## config.mk

```make
export PLATFORM = sky130hd
export DESIGN_NAME = rp_intx_queue
export DESIGN_NICKNAME = d
export VERILOG_FILES = /design/src/rtl/rpq_pkg.sv /design/src/rtl/rpq_ring.sv /design/src/rtl/rpq_cause.sv /design/src/rtl/rp_intx_queue.sv
export SDC_FILE = /design/constraint.sdc
export NUM_CORES = 1
export LEC_CHECK = 0
export ABC_AREA = 0
export BUFFER_PORTS_ARGS = -buffer_cell sky130_fd_sc_hd__buf_2
export CORE_MARGIN = 10
export CORE_UTILIZATION = 35
export DETAILED_ROUTE_END_ITERATION = 12
export GPL_TIMING_DRIVEN = 0
export PLACE_DENSITY = 0.55
export SLEW_MARGIN = 5
export SYNTH_ARGS = -nofsm -noshare
export SYNTH_HDL_FRONTEND = slang
export SYNTH_HIERARCHICAL = 1
export SYNTH_SLANG_ARGS = --single-unit
```

## constraint.sdc

```tcl
create_clock -name clk -period 7.4 [get_ports clk]
set_clock_uncertainty 0.15 [all_clocks]
set_input_delay 0.74 -clock clk [delete_from_list [all_inputs] [get_ports clk]]
set_output_delay 0.74 -clock clk [all_outputs]
set_load 0.03 [all_outputs]
```

## src/rtl/rpq_pkg.sv

```systemverilog
package rpq_pkg;
  localparam int OFF_CAUSE  = 'h138;
  localparam int OFF_MASK   = 'h13C;
  localparam int OFF_PHY    = 'h144;
  localparam int OFF_STAT   = 'h148;
  localparam int OFF_HEAD1  = 'h158;
  localparam int OFF_HEAD2  = 'h15C;

  localparam int CAUSE_INTX_BIT = 16;
  localparam int PHY_LINK_BIT   = 11;
  localparam int STAT_BRG_BIT   = 0;
  localparam int STAT_OCC_BIT   = 18;
  localparam int STAT_OVF_BIT   = 19;
  localparam int HEAD_LANE_LSB  = 27;
  localparam int HEAD_LVL_BIT   = 29;
  localparam int HEAD_VLD_BIT   = 31;
endpackage

```

## src/rtl/rpq_ring.sv

```systemverilog
module rpq_ring #(
  parameter int DEPTH  = 16,
  parameter int DATA_W = 3
) (
  input  logic              clk,
  input  logic              rst,
  input  logic              push_i,
  input  logic [DATA_W-1:0] push_data_i,
  input  logic              pop_i,
  output logic              push_ok_o,
  output logic              drop_o,
  output logic [DATA_W-1:0] head_o,
  output logic              not_empty_o,
  output logic              not_empty_nxt_o
);
  localparam int PTR_W = $clog2(DEPTH);

  logic [DATA_W-1:0] mem [DEPTH];
  logic [PTR_W-1:0]  wr_ptr, rd_ptr, wr_nxt, rd_nxt;
  logic              pop_ok, full_eff, full_now;

  function automatic logic [PTR_W-1:0] bump(input logic [PTR_W-1:0] p);
    return (p == PTR_W'(DEPTH - 1)) ? '0 : p + 1'b1;
  endfunction

  assign not_empty_o     = (wr_ptr != rd_ptr);
  assign pop_ok          = pop_i & not_empty_o;
  assign rd_nxt          = pop_ok ? bump(rd_ptr) : rd_ptr;
  assign full_eff        = (bump(wr_ptr) == rd_nxt);
  assign full_now        = (bump(wr_ptr) == rd_ptr);
  assign push_ok_o       = push_i & ~full_eff;
  assign drop_o          = push_i & full_eff;
  assign wr_nxt          = push_ok_o ? bump(wr_ptr) : wr_ptr;
  assign not_empty_nxt_o = (wr_nxt != rd_nxt);
  assign head_o          = mem[rd_ptr];

  always_ff @(posedge clk) begin
    if (rst) begin
      wr_ptr <= '0;
      rd_ptr <= '0;
    end else begin
      wr_ptr <= wr_nxt;
      rd_ptr <= rd_nxt;
    end
  end

  always_ff @(posedge clk) begin
    if (push_ok_o) mem[wr_ptr] <= push_data_i;
  end

  // a dropped event leaves the write side untouched
  a_r5_drop_holds_wr: assert property (@(posedge clk) disable iff (rst)
    push_i && full_now && !pop_i |=> $stable(wr_ptr));
  // popping an empty queue does not move the read side
  a_r6_empty_pop_ignored: assert property (@(posedge clk) disable iff (rst)
    pop_i && !not_empty_o && !push_i |=> $stable(rd_ptr));
  // pop before push keeps a full queue full
  a_r8_pop_first: assert property (@(posedge clk) disable iff (rst)
    push_i && pop_i && full_now |=> (bump(wr_ptr) == rd_ptr));
endmodule

```

## src/rtl/rpq_cause.sv

```systemverilog
module rpq_cause #(
  parameter int REG_W    = 32,
  parameter int INTX_BIT = 16
) (
  input  logic             clk,
  input  logic             rst,
  input  logic             push_ok_i,
  input  logic             clr_wr_i,
  input  logic             clr_intx_i,
  input  logic             mask_wr_i,
  input  logic [REG_W-1:0] mask_data_i,
  input  logic             not_empty_i,
  input  logic             not_empty_nxt_i,
  output logic             intx_o,
  output logic [REG_W-1:0] mask_o,
  output logic             irq_o
);
  logic             intx_d;
  logic [REG_W-1:0] mask_d;

  always_comb begin
    intx_d = (intx_o | push_ok_i) & ~(clr_wr_i & clr_intx_i);
    if (not_empty_nxt_i) intx_d = 1'b1;
    mask_d = mask_wr_i ? mask_data_i : mask_o;
  end

  always_ff @(posedge clk) begin
    if (rst) begin
      intx_o <= 1'b0;
      mask_o <= '0;
      irq_o  <= 1'b0;
    end else begin
      intx_o <= intx_d;
      mask_o <= mask_d;
      irq_o  <= intx_d & mask_d[INTX_BIT];
    end
  end

  // INTx cause is held while events remain queued
  a_r3_intx_while_queued: assert property (@(posedge clk) disable iff (rst)
    not_empty_i |-> intx_o);
  // the output can only rise with the INTx bit unmasked
  a_r4_irq_needs_mask: assert property (@(posedge clk) disable iff (rst)
    $rose(irq_o) |-> (mask_o[INTX_BIT] && intx_o));
endmodule

```

## src/rtl/rp_intx_queue.sv

```systemverilog
module rp_intx_queue #(
  parameter int DEPTH  = 16,
  parameter int LANES  = 4,
  parameter int ADDR_W = 12,
  parameter int REG_W  = 32
) (
  input  logic                     clk,
  input  logic                     rst,
  input  logic                     evt_valid,
  input  logic [$clog2(LANES)-1:0] evt_lane,
  input  logic                     evt_level,
  input  logic                     link_up,
  input  logic                     reg_wr,
  input  logic                     reg_rd,
  input  logic [ADDR_W-1:0]        reg_addr,
  input  logic [REG_W-1:0]         reg_wdata,
  output logic [REG_W-1:0]         reg_rdata,
  output logic                     irq
);
  import rpq_pkg::*;

  localparam int LANE_W = $clog2(LANES);
  localparam int ENT_W  = LANE_W + 1;

  logic             sel_cause, sel_mask, sel_phy, sel_stat, sel_head1, sel_head2;
  logic             pop, push_ok, drop, not_empty, not_empty_nxt, intx;
  logic [ENT_W-1:0] head;
  logic [REG_W-1:0] mask, rd_mux, head_word, stat_word, phy_word, cause_word;
  logic             bridge_q, ovf_q;

  assign sel_cause = (reg_addr == ADDR_W'(OFF_CAUSE));
  assign sel_mask  = (reg_addr == ADDR_W'(OFF_MASK));
  assign sel_phy   = (reg_addr == ADDR_W'(OFF_PHY));
  assign sel_stat  = (reg_addr == ADDR_W'(OFF_STAT));
  assign sel_head1 = (reg_addr == ADDR_W'(OFF_HEAD1));
  assign sel_head2 = (reg_addr == ADDR_W'(OFF_HEAD2));
  assign pop       = reg_wr & (sel_head1 | sel_head2);

  rpq_ring #(.DEPTH(DEPTH), .DATA_W(ENT_W)) u_ring (
    .clk(clk), .rst(rst),
    .push_i(evt_valid), .push_data_i({evt_level, evt_lane}),
    .pop_i(pop), .push_ok_o(push_ok), .drop_o(drop),
    .head_o(head), .not_empty_o(not_empty), .not_empty_nxt_o(not_empty_nxt)
  );

  rpq_cause #(.REG_W(REG_W), .INTX_BIT(CAUSE_INTX_BIT)) u_cause (
    .clk(clk), .rst(rst),
    .push_ok_i(push_ok),
    .clr_wr_i(reg_wr & sel_cause), .clr_intx_i(reg_wdata[CAUSE_INTX_BIT]),
    .mask_wr_i(reg_wr & sel_mask), .mask_data_i(reg_wdata),
    .not_empty_i(not_empty), .not_empty_nxt_i(not_empty_nxt),
    .intx_o(intx), .mask_o(mask), .irq_o(irq)
  );

  always_ff @(posedge clk) begin
    if (rst) begin
      bridge_q <= 1'b0;
      ovf_q    <= 1'b0;
    end else begin
      if (reg_wr && sel_stat) bridge_q <= reg_wdata[STAT_BRG_BIT];
      if (drop) ovf_q <= 1'b1;
    end
  end

  always_comb begin
    head_word = '0;
    if (not_empty) begin
      head_word[HEAD_VLD_BIT] = 1'b1;
      head_word[HEAD_LVL_BIT] = head[ENT_W-1];
      head_word[HEAD_LANE_LSB +: LANE_W] = head[LANE_W-1:0];
    end
    stat_word = '0;
    stat_word[STAT_BRG_BIT] = bridge_q;
    stat_word[STAT_OCC_BIT] = not_empty;
    stat_word[STAT_OVF_BIT] = ovf_q;
    phy_word = '0;
    phy_word[PHY_LINK_BIT] = link_up;
    cause_word = '0;
    cause_word[CAUSE_INTX_BIT] = intx;
    rd_mux = '0;
    if (sel_cause) rd_mux = cause_word;
    if (sel_mask)  rd_mux = mask;
    if (sel_phy)   rd_mux = phy_word;
    if (sel_stat)  rd_mux = stat_word;
    if (sel_head1) rd_mux = head_word;
  end

  always_ff @(posedge clk) begin
    if (rst)         reg_rdata <= '0;
    else if (reg_rd) reg_rdata <= rd_mux;
  end

  // overflow flag is sticky until reset
  a_r5_ovf_sticky: assert property (@(posedge clk) disable iff (rst)
    ovf_q |=> ovf_q);
  // queue-occupied status and cause INTx bit agree when entries exist
  a_r9_occ_implies_intx: assert property (@(posedge clk) disable iff (rst)
    stat_word[STAT_OCC_BIT] |-> intx);
endmodule

```

* Yosys cells after proc, flatten, opt, wreduce, memory -nomap -nowiden
Memories as Yosys holds them, arrays and structs flattened. A register that Yosys moved wholly into a read port is not among the register bits.
Cells that the tools add are included.
W data, S select, Z words.
** Cells by class
- Reduce and logical (&&, ||, !) cells :: 1
- Equal/unequal tests :: 11
- Multiplexer cells :: 16
- Add/sub/neg operators :: 2
- Bitwise gates (word level) :: 13
** Operators by type and width (number)
- $mux W32 :: 4
- $eq A12 B9 Y1 const B :: 6
- $mux W17 :: 2
- $mux W4 :: 5
- $and A1 B1 Y1 :: 9
- $add A4 B1 Y4 const B :: 2
- $eq A4 B4 Y1 const B :: 2
- $ne A4 B4 Y1 :: 2
- $eq A4 B4 Y1 :: 1
- $mux W1 :: 4
- $mux W3 :: 1
- $not A1 Y1 :: 2
- $or A1 B1 Y1 :: 2
- $logic_and A1 B1 Y1 :: 1
** Storage, ports and cells
- Memories kept :: 1
- Bits of input ports :: 53
- Output and inout bits :: 33
- Bits in registers :: 76
- Word-level logic and storage cells :: 53
- RAM bits :: 48
** Memory list
- u_ring.mem :: depth 16, width 3, rd ports 1, clocked after Yosys merged registers in 1, write ports 1, RTL line rpq_ring.sv:18 : logic [DATA_W-1:0] mem [DEPTH];

* Longest topological paths before layout
Gate-level depths: netlist (run 1).
- Word-level depth :: 12
- Mapped depth :: 16
- Mapped depth without buffers :: 14

* Hierarchy
The synthesis (run 1) kept the hierarchy.
** Modules (own cells, without submodules)
- rpq_ring :: area an instance 2616.3 um^2, cells an instance 190, sequential area each 1601.5 um^2, times used 1
- rp_intx_queue :: area an instance 1341.3 um^2, cells an instance 127, sequential area each 680.7 um^2, times used 1
- rpq_cause :: area an instance 1241.2 um^2, cells an instance 110, sequential area each 680.7 um^2, times used 1

* Worst setup path after synthesis (run 1)
OpenSTA, ideal clock, no wires.
- Path type :: in2reg
- From :: input port reg_addr[1]
- To :: register u_cause.intx_o
- Slack :: 3.329 ns
- Arrival time :: 3.795 ns
- Setup time :: 0.126 ns
- Data required time :: 7.124 ns
- Stages :: 16
- Path buffers :: 2
- Cells stage by stage :: or4b_1 -> buf_2 -> nor3_1 -> nand2_1 -> nor4_1 -> inv_1 -> a311oi_1 -> a221o_1 -> a31oi_2 -> a31oi_2 -> buf_6 -> mux2i_1 -> xnor2_1 -> nand4_1 -> inv_1 -> a21oi_1
** On the way
- Word-level cells in the longest chain between the ends :: 11
- Elaborated cells between the ends (all ways) :: 18
- Those cells by class :: eq/ne (5); mux (3); bitwise (10)
** Ends and longest elaborated chain
- start: declaration :: RTL line rp_intx_queue.sv:15 : input logic [ADDR_W-1:0] reg_addr,
- $eq A12 B9 Y1 (on tied branches) :: RTL line rp_intx_queue.sv:35, rp_intx_queue.sv:36
- $or A1 B1 Y1 (*) :: RTL line rp_intx_queue.sv:37 : assign pop = reg_wr & (sel_head1 | sel_head2);
- $and A1 B1 Y1 (*) :: RTL line rp_intx_queue.sv:37
- via pop :: RTL line rp_intx_queue.sv:26 : logic pop, push_ok, drop, not_empty, not_empty_nxt, intx;
- $and A1 B1 Y1 (*) :: RTL line rpq_ring.sv:27 : assign pop_ok = pop_i & not_empty_o;
- $mux W4 (*) :: RTL line rpq_ring.sv:28 : assign rd_nxt = pop_ok ? bump(rd_ptr) : rd_ptr;
- $eq A4 B4 Y1 (*) :: RTL line rpq_ring.sv:29 : assign full_eff = (bump(wr_ptr) == rd_nxt);
- $not A1 Y1 (*) :: RTL line rpq_ring.sv:31 : assign push_ok_o = push_i & ~full_eff;
- $and A1 B1 Y1 (*) :: RTL line rpq_ring.sv:31
- via push_ok :: RTL line rp_intx_queue.sv:26
- $mux W4 (*) :: RTL line rpq_ring.sv:33 : assign wr_nxt = push_ok_o ? bump(wr_ptr) : wr_ptr;
- $ne A4 B4 Y1 (*) :: RTL line rpq_ring.sv:34 : assign not_empty_nxt_o = (wr_nxt != rd_nxt);
- via not_empty_nxt :: RTL line rp_intx_queue.sv:26
- $mux W1 (*) :: RTL line rpq_cause.sv:23 : if (not_empty_nxt_i) intx_d = 1'b1;
- end signal: assignment :: RTL line rpq_cause.sv:33 : intx_o <= intx_d;
- end: declaration :: RTL line rpq_cause.sv:14 : output logic intx_o,
The timed path passes the listed nets; every way through them passes the cells marked *.
A chain may end at the register's enable or synchronous reset.

* Worst setup path after layout (run 1)
- From :: input port reg_addr[1]
- To :: memory u_ring.mem[8][1], enable pin
** On the way
- Word-level cells in the longest chain between the ends :: 10
- Elaborated cells between the ends (all ways) :: 11
- Those cells by class :: eq/ne (3); mux (3); bitwise (5)
** Ends and longest elaborated chain
- $eq A12 B9 Y1 (on tied branches) :: RTL line rp_intx_queue.sv:35, rp_intx_queue.sv:36
- $or A1 B1 Y1 (*) :: RTL line rp_intx_queue.sv:37
- $and A1 B1 Y1 (*) :: RTL line rp_intx_queue.sv:37
- via pop :: RTL line rp_intx_queue.sv:26
- $and A1 B1 Y1 (*) :: RTL line rpq_ring.sv:27
- $mux W4 (*) :: RTL line rpq_ring.sv:28
- $eq A4 B4 Y1 (*) :: RTL line rpq_ring.sv:29
- $not A1 Y1 (*) :: RTL line rpq_ring.sv:31
- $and A1 B1 Y1 (*) :: RTL line rpq_ring.sv:31
- via push_ok :: RTL line rp_intx_queue.sv:26
- $mux W1 (*) :: RTL line rpq_ring.sv:48 : if (push_ok_o) mem[wr_ptr] <= push_data_i;
- $mux W1 (not written as such) (*) :: RTL line rpq_ring.sv:48
- end: declaration :: RTL line rpq_ring.sv:18
Marked as above.

==> impl_metrics.tcl, run 1 <==
set metrics [dict create \
    syn_to_final_growth_pct 23.80 \
    total_power_mw 1.625 \
    crit_type "input pin to flop" \
    overflow 0 \
    fin_crit_sh 0.5849 \
    p_int_mw 1.266 \
    synth_top_area_frac 0.2927 \
    seq_area_um2 2963 \
    layout_commonest_cell "buf_2" \
    die-area_um2 20130 \
    clk_pin_slew_ns 0.05 \
    crit_slowest_cell "nor4_1" \
    setup_violations 0 \
    num_rows 44 \
    post-cts-setup-buffer-count 0 \
    grt_util_met3 0.04372 \
    postRouteAntennaNets 0 \
    layout_setup_ws_ns 3.072 \
    insertion_delay_ns 0.41 \
    clk_path_buf_depth 2 \
    drc_errors 0 \
    worst_path_largest_cell_delay_ns 0.52 \
    gp_routability_congestion 0.7585 \
    cts_sinks 124 \
    multi_input_area_um2 1992 \
    synth-edff-count 48 \
    r2r-start "u_ring/wr_ptr[0]" \
    power_frac_clock 0.506 \
    clock.fmax_mhz 231.1 \
    root_buffer "clkbuf_16" \
    cp-startpoint "reg_addr[1]" \
    netlist_area_um2 5199 \
    synth_nets 485 \
    placedCellCount 694 \
    powerDensity_nw_per_um2 252.4 \
    rr_endpoint "u_ring/mem[8][1]" \
    num_antenna_cells 0 \
    grt_pass1_wl_mm 19.29 \
    maxCapViolations 0 \
    combPwrFrac 0.050 \
    synth.avg_cell_area_um2 12.18 \
    post_cts_resized 0 \
    met1_usage 0.1559 \
    port_buffers 83 \
    grt_max_degree 17 \
    peakVddDrop_v 0.0001626 \
    rrSetupSlack_ns 3.92 \
    ys_ff_latch 124 \
    gr-usage-met2 0.1859 \
    crit_chain "buf_2 > or4b_1 > buf_2 > nor3_1 > nand2_1 > nor4_1 > inv_1 > a311oi_1 > a221o_1 > a31oi_2 > a31oi_2 > buf_6 > nand2_1 > nor3_1" \
    drive_gt1_frac 0.2823 \
    nets 587 \
    wirelength_mm 12.11 \
    tns_ns 0 \
    track_usage 0.1222 \
    initial_utilization 0.3577 \
    cp_max_fo 10 \
    place_ws_ns 2.679 \
    cts.htree.levels 4 \
    dr.pass1.iters 4 \
    fillers 1401 \
    antenna_found_initial 0 \
    cts_tree "built" \
    yosysTopAreaCell "dfxtp_1" \
    maxSlewHeadroom 0.5172 \
    die_h_um 141.9 \
    core_area_um2 14530 \
    ys_types 51 \
    crit_end "u_ring/mem[8][1]" \
    drv_slew 0 \
    worst-endpoint-arrival_ns 4.23 \
    final_cell_count_no_fill 726 \
    power_switching_mw 0.3586 \
    synthFlopType "dfxtp_1" \
    vias 3615 \
    synth_warnings 6 \
    io_pins 86 \
    min_period_ns 4.328 \
    startpoint_type "input pin" \
    vias_per_cell 4.979 \
    swShare 0.2208 \
    status "complete, no violations" \
    pwr-share-seq 0.444 \
    cp_data_required_time_ns 7.30 \
    wl_per_cell_um 16.68 \
    gr-max-usage-layer "met2" \
    yosysSeqAreaShare 0.5699 \
    place.detailed.hpwl_mm 9.025 \
    hp-class "flop to flop" \
    hold_viol 0 \
    worst_slew_pin_slew_ns 0.7242 \
    cts_buffers 17 \
    drtIter0Drc 225 \
    p_leak_nw 2.492 \
    synthTopCellsByArea "dfxtp_1 (29%), edfxtp_1 (28%), mux2i_1 (8.3%)" \
    critical_path.endpoint_type "flop" \
    rsz0062_at_grt "no" \
    worstRegToRegCells 8 \
    async_reset_ff_frac 0 \
    grt_pass1_vias 3611 \
    final_cell_mix "buf_2 (91), dfxtp_1 (76), nor2_1 (53)" \
    syn_inst 427 \
    die_w_um 141.9 \
    hold_buffers 0 \
]
final cells by class:
class,count,share of cell area
plain buffers,28,0.03149
clock buffers,20,0.07135
clock inverters,12,0.02061
inverters,11,0.006415
multi-input cells,264,0.3095
flip-flops and latches,124,0.4603
well taps,184,0.03577
repair buffers,83,0.06454
flip-flops by register name, indices dropped and copies added (netlist names):
name,flops
reg_rdata,32
u_ring/rd_ptr,4
u_ring/mem,48
bridge_q,1
u_cause/irq_o,1
ovf_q,1
u_cause/mask_o,32
u_ring/wr_ptr,4
u_cause/intx_o,1
metal layers:
layer  share of wire  wire, um  vias to the layer above
met5               0         0                        -
met4          0.0088       106                        0
met3           0.063       757                        8
met2            0.47      5735                       95
met1            0.45      5509                     1720
li1                -         -                     1792
power groups by stage:
stage	Clock [mW]	Sequential (mW)	Combinational, mW
after floorplan	0	0.736	0.0456
after global placement	0	0.735	0.0804
after detailed placement	0	0.736	0.0814
after CTS	0.835	0.721	0.0818
after global routing	0.870	0.722	0.0897
final	0.822	0.721	0.0815
kinds of logic after synthesis:
| kind of cell | after synthesis | synth area share |
|---|---|---|
| AO/OA/AOI/OAI | 74 | 0.1109 |
| AND/OR/NAND/NOR | 120 | 0.1203 |
| buffers and inverters | 39 | 0.04693 |
| flip-flops | 124 | 0.5699 |
| adder cells (fa/ha/maj) | 5 | 0.01203 |
| multiplexers | 52 | 0.1153 |
| XOR/XNOR | 13 | 0.02455 |
critical path, delay by kind of cell:
kind / cells / cell delay, ns
AO/OA/AOI/OAI: 4 / 1.09
buffers and inverters: 4 / 0.54
AND/OR/NAND/NOR: 6 / 1.86
worst min path at each step:
stage / start / endpoint / cells after the start
4_1_cts: u_cause/mask_o[25] / reg_rdata[25] / 1
3_3_place_gp: u_cause/mask_o[30] / reg_rdata[30] / 1
2_1_floorplan: ovf_q / ovf_q / 2
3_5_place_dp: u_cause/mask_o[24] / reg_rdata[24] / 1
5_1_grt: u_cause/mask_o[24] / reg_rdata[24] / 1
6_report: u_cause/mask_o[25] / reg_rdata[25] / 1
Yosys cell counts (all sizes together), types with 9 or more instances:
master	n
a22o	23
buf	19
nor2	53
inv	11
nand2	18
clkbuf	9
a21oi	11
nor3	10
mux2i	43
edfxtp	48
dfxtp	76
metrics by stage:
step	hold slack [ns]	util	cell area [um2]
after global placement	0.2970	0.4021	5844
after floorplan	0.2900	-	5199
after detailed placement	0.3012	0.4021	5844
after CTS	0.3169	0.4428	6436
after global routing	0.3359	0.4428	6436
final	0.3145	0.4428	6436
Note: power is estimated with default switching activity, not from simulation.
==> run 2: changes to the inputs <==
ABC_AREA = 1   (was 0)
PLACE_DENSITY = 0.56   (was 0.55)
clock period = 3.5 ns   (was 7.4 ns; I/O delays follow)
==> impl_metrics.tcl, run 2 <==
set metrics [dict create \
    place_ws_ns 0.2243 \
    grt_pass1_vias 4823 \
    final_cell_mix "nor2_1 (124), nand2_1 (109), buf_2 (90)" \
    synthTopCellsByArea "dfxtp_1 (26%), edfxtp_1 (25%), nor2_1 (8.0%)" \
    p_leak_nw 3.054 \
    synth-edff-count 48 \
    yosysSeqAreaShare 0.5113 \
    synth_most_common_cell "nor2_1" \
    synthFlopType "dfxtp_1" \
    die_h_um 148.7 \
    worst_path_largest_cell_delay_ns 0.52 \
    hp-class "input pin to flop" \
    syn_inst 691 \
    overflow 0 \
    vias_per_cell 4.769 \
    cts_tree "built" \
    yosysTopAreaCell "dfxtp_1" \
    die_w_um 148.7 \
    drc_errors 0 \
    final_util 0.4512 \
    combPwrFrac 0.065 \
    vias 4922 \
    drtIter0Drc 278 \
    synth_warnings 6 \
    core_area_um2 16060 \
    cts.htree.levels 4 \
    antenna_found_initial 0 \
    fin_crit_sh 0.8601 \
    maxSlewHeadroom 0.2336 \
    clock.fmax_mhz 332.2 \
    synth_common_cells "nor2_1 (124), nand2_1 (109), dfxtp_1 (76)" \
    rsz0062_at_grt "no" \
    layout_commonest_cell "nor2_1" \
    crit_slowest_cell "dfxtp_1" \
    maxCapViolations 0 \
    gp_routability_congestion 0.8472 \
    async_reset_ff_frac 0 \
    hold_viol 0 \
    power_switching_mw 0.8213 \
    initial_utilization 0.3608 \
    setup_violations 0 \
    worst-endpoint-arrival_ns 2.91 \
    die-area_um2 22100 \
    stdcell_area_um2 7246 \
    postRouteAntennaNets 0 \
    port_buffers 83 \
    num_rows 46 \
    fillers 1635 \
    rrSetupSlack_ns 0.49 \
    crit_chain "inv_2 > nand2_1 > nand2_1 > nor2_2 > nand2_4 > nand2_4 > nand2_1 > nand2_1 > nand2_1 > nand2_2 > nor2_4 > nand2_8 > nand2_8 > buf_8 > buf_6 > nor3_1" \
    num_antenna_cells 0 \
    nets 861 \
    pwr-share-seq 0.408 \
    cts_sinks 124 \
    insertion_delay_ns 0.42 \
    power_frac_clock 0.527 \
    status "complete, no violations" \
    post_cts_resized 0 \
    dr.pass1.iters 4 \
    clk_pin_slew_ns 0.06 \
    track_usage 0.1461 \
    largest_register_ffs 48 \
    powerDensity_nw_per_um2 514.8 \
    worst_slew_pin_slew_ns 1.139 \
    dpl-instance-area_um2 6480 \
    synth.avg_cell_area_um2 8.385 \
    tns_ns 0 \
    synth_nets 749 \
    drive_gt1_frac 0.2488 \
    regMostFlops "u_ring/mem" \
    ys_types 38 \
    cpMostUsedCell "nand2_1" \
    clk_path_buf_depth 2 \
    placedCellCount 990 \
    peakVddDrop_v 0.0003353 \
    io_pins 86 \
    grt_max_degree 17 \
    cp_max_fo 14 \
    wirelength_mm 15.93 \
    wl_per_cell_um 15.43 \
    top_regs "u_ring/mem x48, reg_rdata x32, u_cause/mask_o x32" \
    p_int_mw 2.909 \
    drv_slew 0 \
    min_period_ns 3.010 \
    layout_setup_ws_ns 0.4897 \
    total_power_mw 3.730 \
    syn_to_final_growth_pct 25.05 \
    timing.hold.ws_ns 0.008806 \
    synth_top_area_frac 0.2626 \
    grt_pass1_wl_mm 25.64 \
    crit_type "flop to flop" \
    cts_buffers 17 \
    startpoint_type "flop" \
    swShare 0.2202 \
    netlist_area_um2 5794 \
    final_cell_count_no_fill 1032 \
    ys_ff_latch 124 \
    cp_data_required_time_ns 3.40 \
    place.detailed.hpwl_mm 11.71 \
    root_buffer "clkbuf_16" \
    critical_path.endpoint_type "flop" \
]
## run 2: cell count changes after synthesis, sizes merged, moves of 42 or more
cell and change:
inv +42, mux2i -43, nand2 +107, nand3 +62, nor2 +81, o21ai +61
## run 2: layout make-up
type / instances / area, um2 / share of cell area
flip-flops and latches: 124 / 2963 / 0.4089
multi-input cells: 478 / 2411 / 0.3328
repair buffers: 93 / 515.5 / 0.07114
clock buffers: 20 / 457.9 / 0.06320
well taps: 216 / 270.3 / 0.03730
plain buffers: 36 / 219.0 / 0.03022
clock inverters: 12 / 207.7 / 0.02867
inverters: 53 / 201.4 / 0.02780
## run 2: critical path, delay by kind of cell (launching register included)
family,cells,cell delay [ns]
buf+inv,3,0.39
simple gates,13,1.57
flops,1,0.52
## run 2: per-layer routing
layer	up-vias	global-route usage	wire length [um]	part of all wire
met5	-	0	0	0
met4	0	0.04361	210	0.013
met3	19	0.04490	833	0.052
met2	95	0.2312	7382	0.46
met1	2277	0.1867	7499	0.47
li1	2531	-	-	-
## run 2: cells by family after synthesis
logic type / count (synthesis) / synth area share
flops: 124 / 0.5113
xor+xnor: 1 / 0.001512
fa+ha+maj: 5 / 0.01080
compound gates: 116 / 0.1121
buf+inv: 89 / 0.07255
simple gates: 356 / 0.2917
## run 2: path summary, 6_finish.rpt
path	from	end	cells past startpoint
worst min register to register	reg_rdata[17]	reg_rdata[17]	2
worst max register to register	u_ring/rd_ptr[1]	u_ring/mem[11][0]	16
worst min-delay path	reg_wdata[26]	u_cause/mask_o[26]	3
worst max-delay path	u_ring/rd_ptr[1]	u_ring/mem[11][0]	16
## run 2: power groups by stage
stage	logic, mW	clock network [mW]	registers (mW)
CTS	0.245	2.00	1.52
floorplan	0.142	0	1.55
finish	0.242	1.97	1.52
global placement	0.235	0	1.55
detailed placement	0.235	0	1.55
global route	0.270	2.07	1.52
## run 2: timing repair
action,CTS,global route
buffers inserted,0,0
hold buffers,10,0
endpoints found under the hold margin,10,0
==> run 3: changes to the inputs <==
CORE_UTILIZATION = 57   (was 35)
PLACE_DENSITY = 0.81   (was 0.56)
clock period = 3.2 ns   (was 3.5 ns; I/O delays follow)
==> impl_metrics.tcl, run 3 (synthesis results as in run 2) <==
set metrics [dict create \
    cts_buffers 17 \
    grt_pass1_wl_mm 26.66 \
    critical_path.endpoint_type "flop" \
    cp_data_required_time_ns 3.20 \
    cts_sinks 124 \
    combPwrFrac 0.078 \
    antenna_found_initial 0 \
    grt_max_degree 17 \
    hp-class "input pin to flop" \
    postRouteAntennaNets 0 \
    dr.pass1.iters 5 \
    post-cts-setup-buffer-count 0 \
    clk_pin_slew_ns 0.06 \
    place.detailed.hpwl_mm 11.11 \
    vias 5402 \
    syn_to_final_growth_pct 24.92 \
    p_int_mw 2.817 \
    grt_pass1_vias 5389 \
    rsz0062_at_grt "no" \
    final_cell_mix "nor2_1 (124), nand2_1 (109), buf_2 (90)" \
    min_period_ns 2.995 \
    post_cts_resized 0 \
    port_buffers 83 \
    startpoint_type "flop" \
    wl_per_cell_um 16.90 \
    wirelength_mm 16.43 \
    drv_slew 0 \
    maxSlewHeadroom 0.2739 \
    tns_ns 0 \
    worst_slew_pin_slew_ns 1.079 \
    drc_errors 0 \
    largest_register_ffs 48 \
    die-area_um2 14600 \
    core_area_um2 9819 \
    regMostFlops "u_ring/mem" \
    drive_gt1_frac 0.2399 \
    clock.fmax_mhz 333.9 \
    vias_per_cell 5.558 \
    layout_commonest_cell "nor2_1" \
    gp_routability_congestion 0.9423 \
    cts_tree "built" \
    initial_utilization 0.5901 \
    hold_viol 0 \
    num_rows 36 \
    fillers 695 \
    nets 883 \
    clk_path_buf_depth 2 \
    final_util 0.7371 \
    swShare 0.2337 \
    crit_type "flop to flop" \
    peakVddDrop_v 0.0003528 \
    root_buffer "clkbuf_8" \
    fin_crit_sh 0.9359 \
    power_frac_clock 0.469 \
    die_h_um 120.8 \
    pwr-share-seq 0.452 \
    overflow 0 \
    hold_buffers 32 \
    maxCapViolations 0 \
    insertion_delay_ns 0.52 \
    cts.htree.levels 4 \
    setup_violations 0 \
    rrSetupSlack_ns 0.20 \
    worst-endpoint-arrival_ns 3.00 \
    cp_max_fo 14 \
    drtIter0Drc 545 \
    power_switching_mw 0.8593 \
    top_regs "u_ring/mem x48, reg_rdata x32, u_cause/mask_o x32" \
    die_w_um 120.8 \
    powerDensity_nw_per_um2 507.9 \
    track_usage 0.2238 \
    io_pins 86 \
    status "complete, no violations" \
    p_leak_nw 3.082 \
]
run 3: cell count changes in the layout (fill, tap and decap cells not counted), sizes merged, moves of 2 or more:
cell | before | now
dlygate4sd3 | 10 | 32
clkinvlp | 1 | 3
clkinv | 2 | 6
bufinv | 5 | 1
inv | 57 | 54
run 3: stage by stage:
stage | power [mW] | hold WS (ns) | setup WS, ns | cells | instance area [um2]
2_1_floorplan | 1.854 | 0.2424 | 0.5721 | 691 | 5794
3_3_place_gp | 1.941 | 0.3036 | 0.05462 | 907 | 6376
3_5_place_dp | 1.948 | 0.3067 | 0.006131 | 907 | 6376
4_1_cts | 3.680 | 0.01331 | 0.2335 | 971 | 7236
5_1_grt | 3.794 | 0.02227 | 0.04185 | 971 | 7236
6_report | 3.676 | 0.02135 | 0.2050 | 972 | 7238
run 3: critical path: stages, from the launching register on:
cell and delay, ns:
dfxtp_1 0.51, inv_2 0.10, nand2_1 0.08, nand2_1 0.06
nor2_2 0.14, nand2_4 0.14, nand2_4 0.13, nand2_1 0.08
nand2_1 0.12, nand2_1 0.08, nand2_2 0.08, nor2_4 0.05
nand2_8 0.10, nand2_8 0.08, buf_8 0.15, buf_6 0.15
nor3_1 0.42
run 3: metal layers:
layer / track usage / vias up / part of all wire
li1: - / 2573 / -
met3: 0.05584 / 37 / 0.071
met5: 0 / - / 0
met4: 0.08296 / 0 / 0.019
met1: 0.2597 / 2547 / 0.41
met2: 0.3895 / 245 / 0.50
run 3: worst paths after layout:
| kind | cells past startpoint | start | to |
|---|---|---|---|
| worst max-delay path | 16 | u_ring/rd_ptr[1] | u_ring/mem[7][2] |
| worst min-delay path | 4 | reg_wdata[16] | u_cause/irq_o |
| worst max register to register | 16 | u_ring/rd_ptr[1] | u_ring/mem[7][2] |
| worst min register to register | 2 | reg_rdata[14] | reg_rdata[14] |
run 3: power by group through the flow:
stage,clock network (mW),registers [mW],logic [mW]
2_1_floorplan,0,1.70,0.155
5_1_grt,1.82,1.66,0.314
3_5_place_dp,0,1.70,0.251
6_report,1.72,1.66,0.288
3_3_place_gp,0,1.70,0.245
4_1_cts,1.73,1.66,0.283
run 3: layout make-up:
type | count | area [um2] | area share
Timing Repair Buffer | 115 | 735.7 | 0.1016
Tap cell | 133 | 166.4 | 0.02299
Multi-Input combinational cell | 478 | 2411 | 0.3331
Antenna cell | 1 | 2.502 | 0.0003457
Clock buffer | 21 | 442.9 | 0.06119
Buffer | 36 | 219.0 | 0.03025
Inverter | 53 | 201.4 | 0.02783
Sequential cell | 124 | 2963 | 0.4093
Clock inverter | 11 | 96.34 | 0.01331
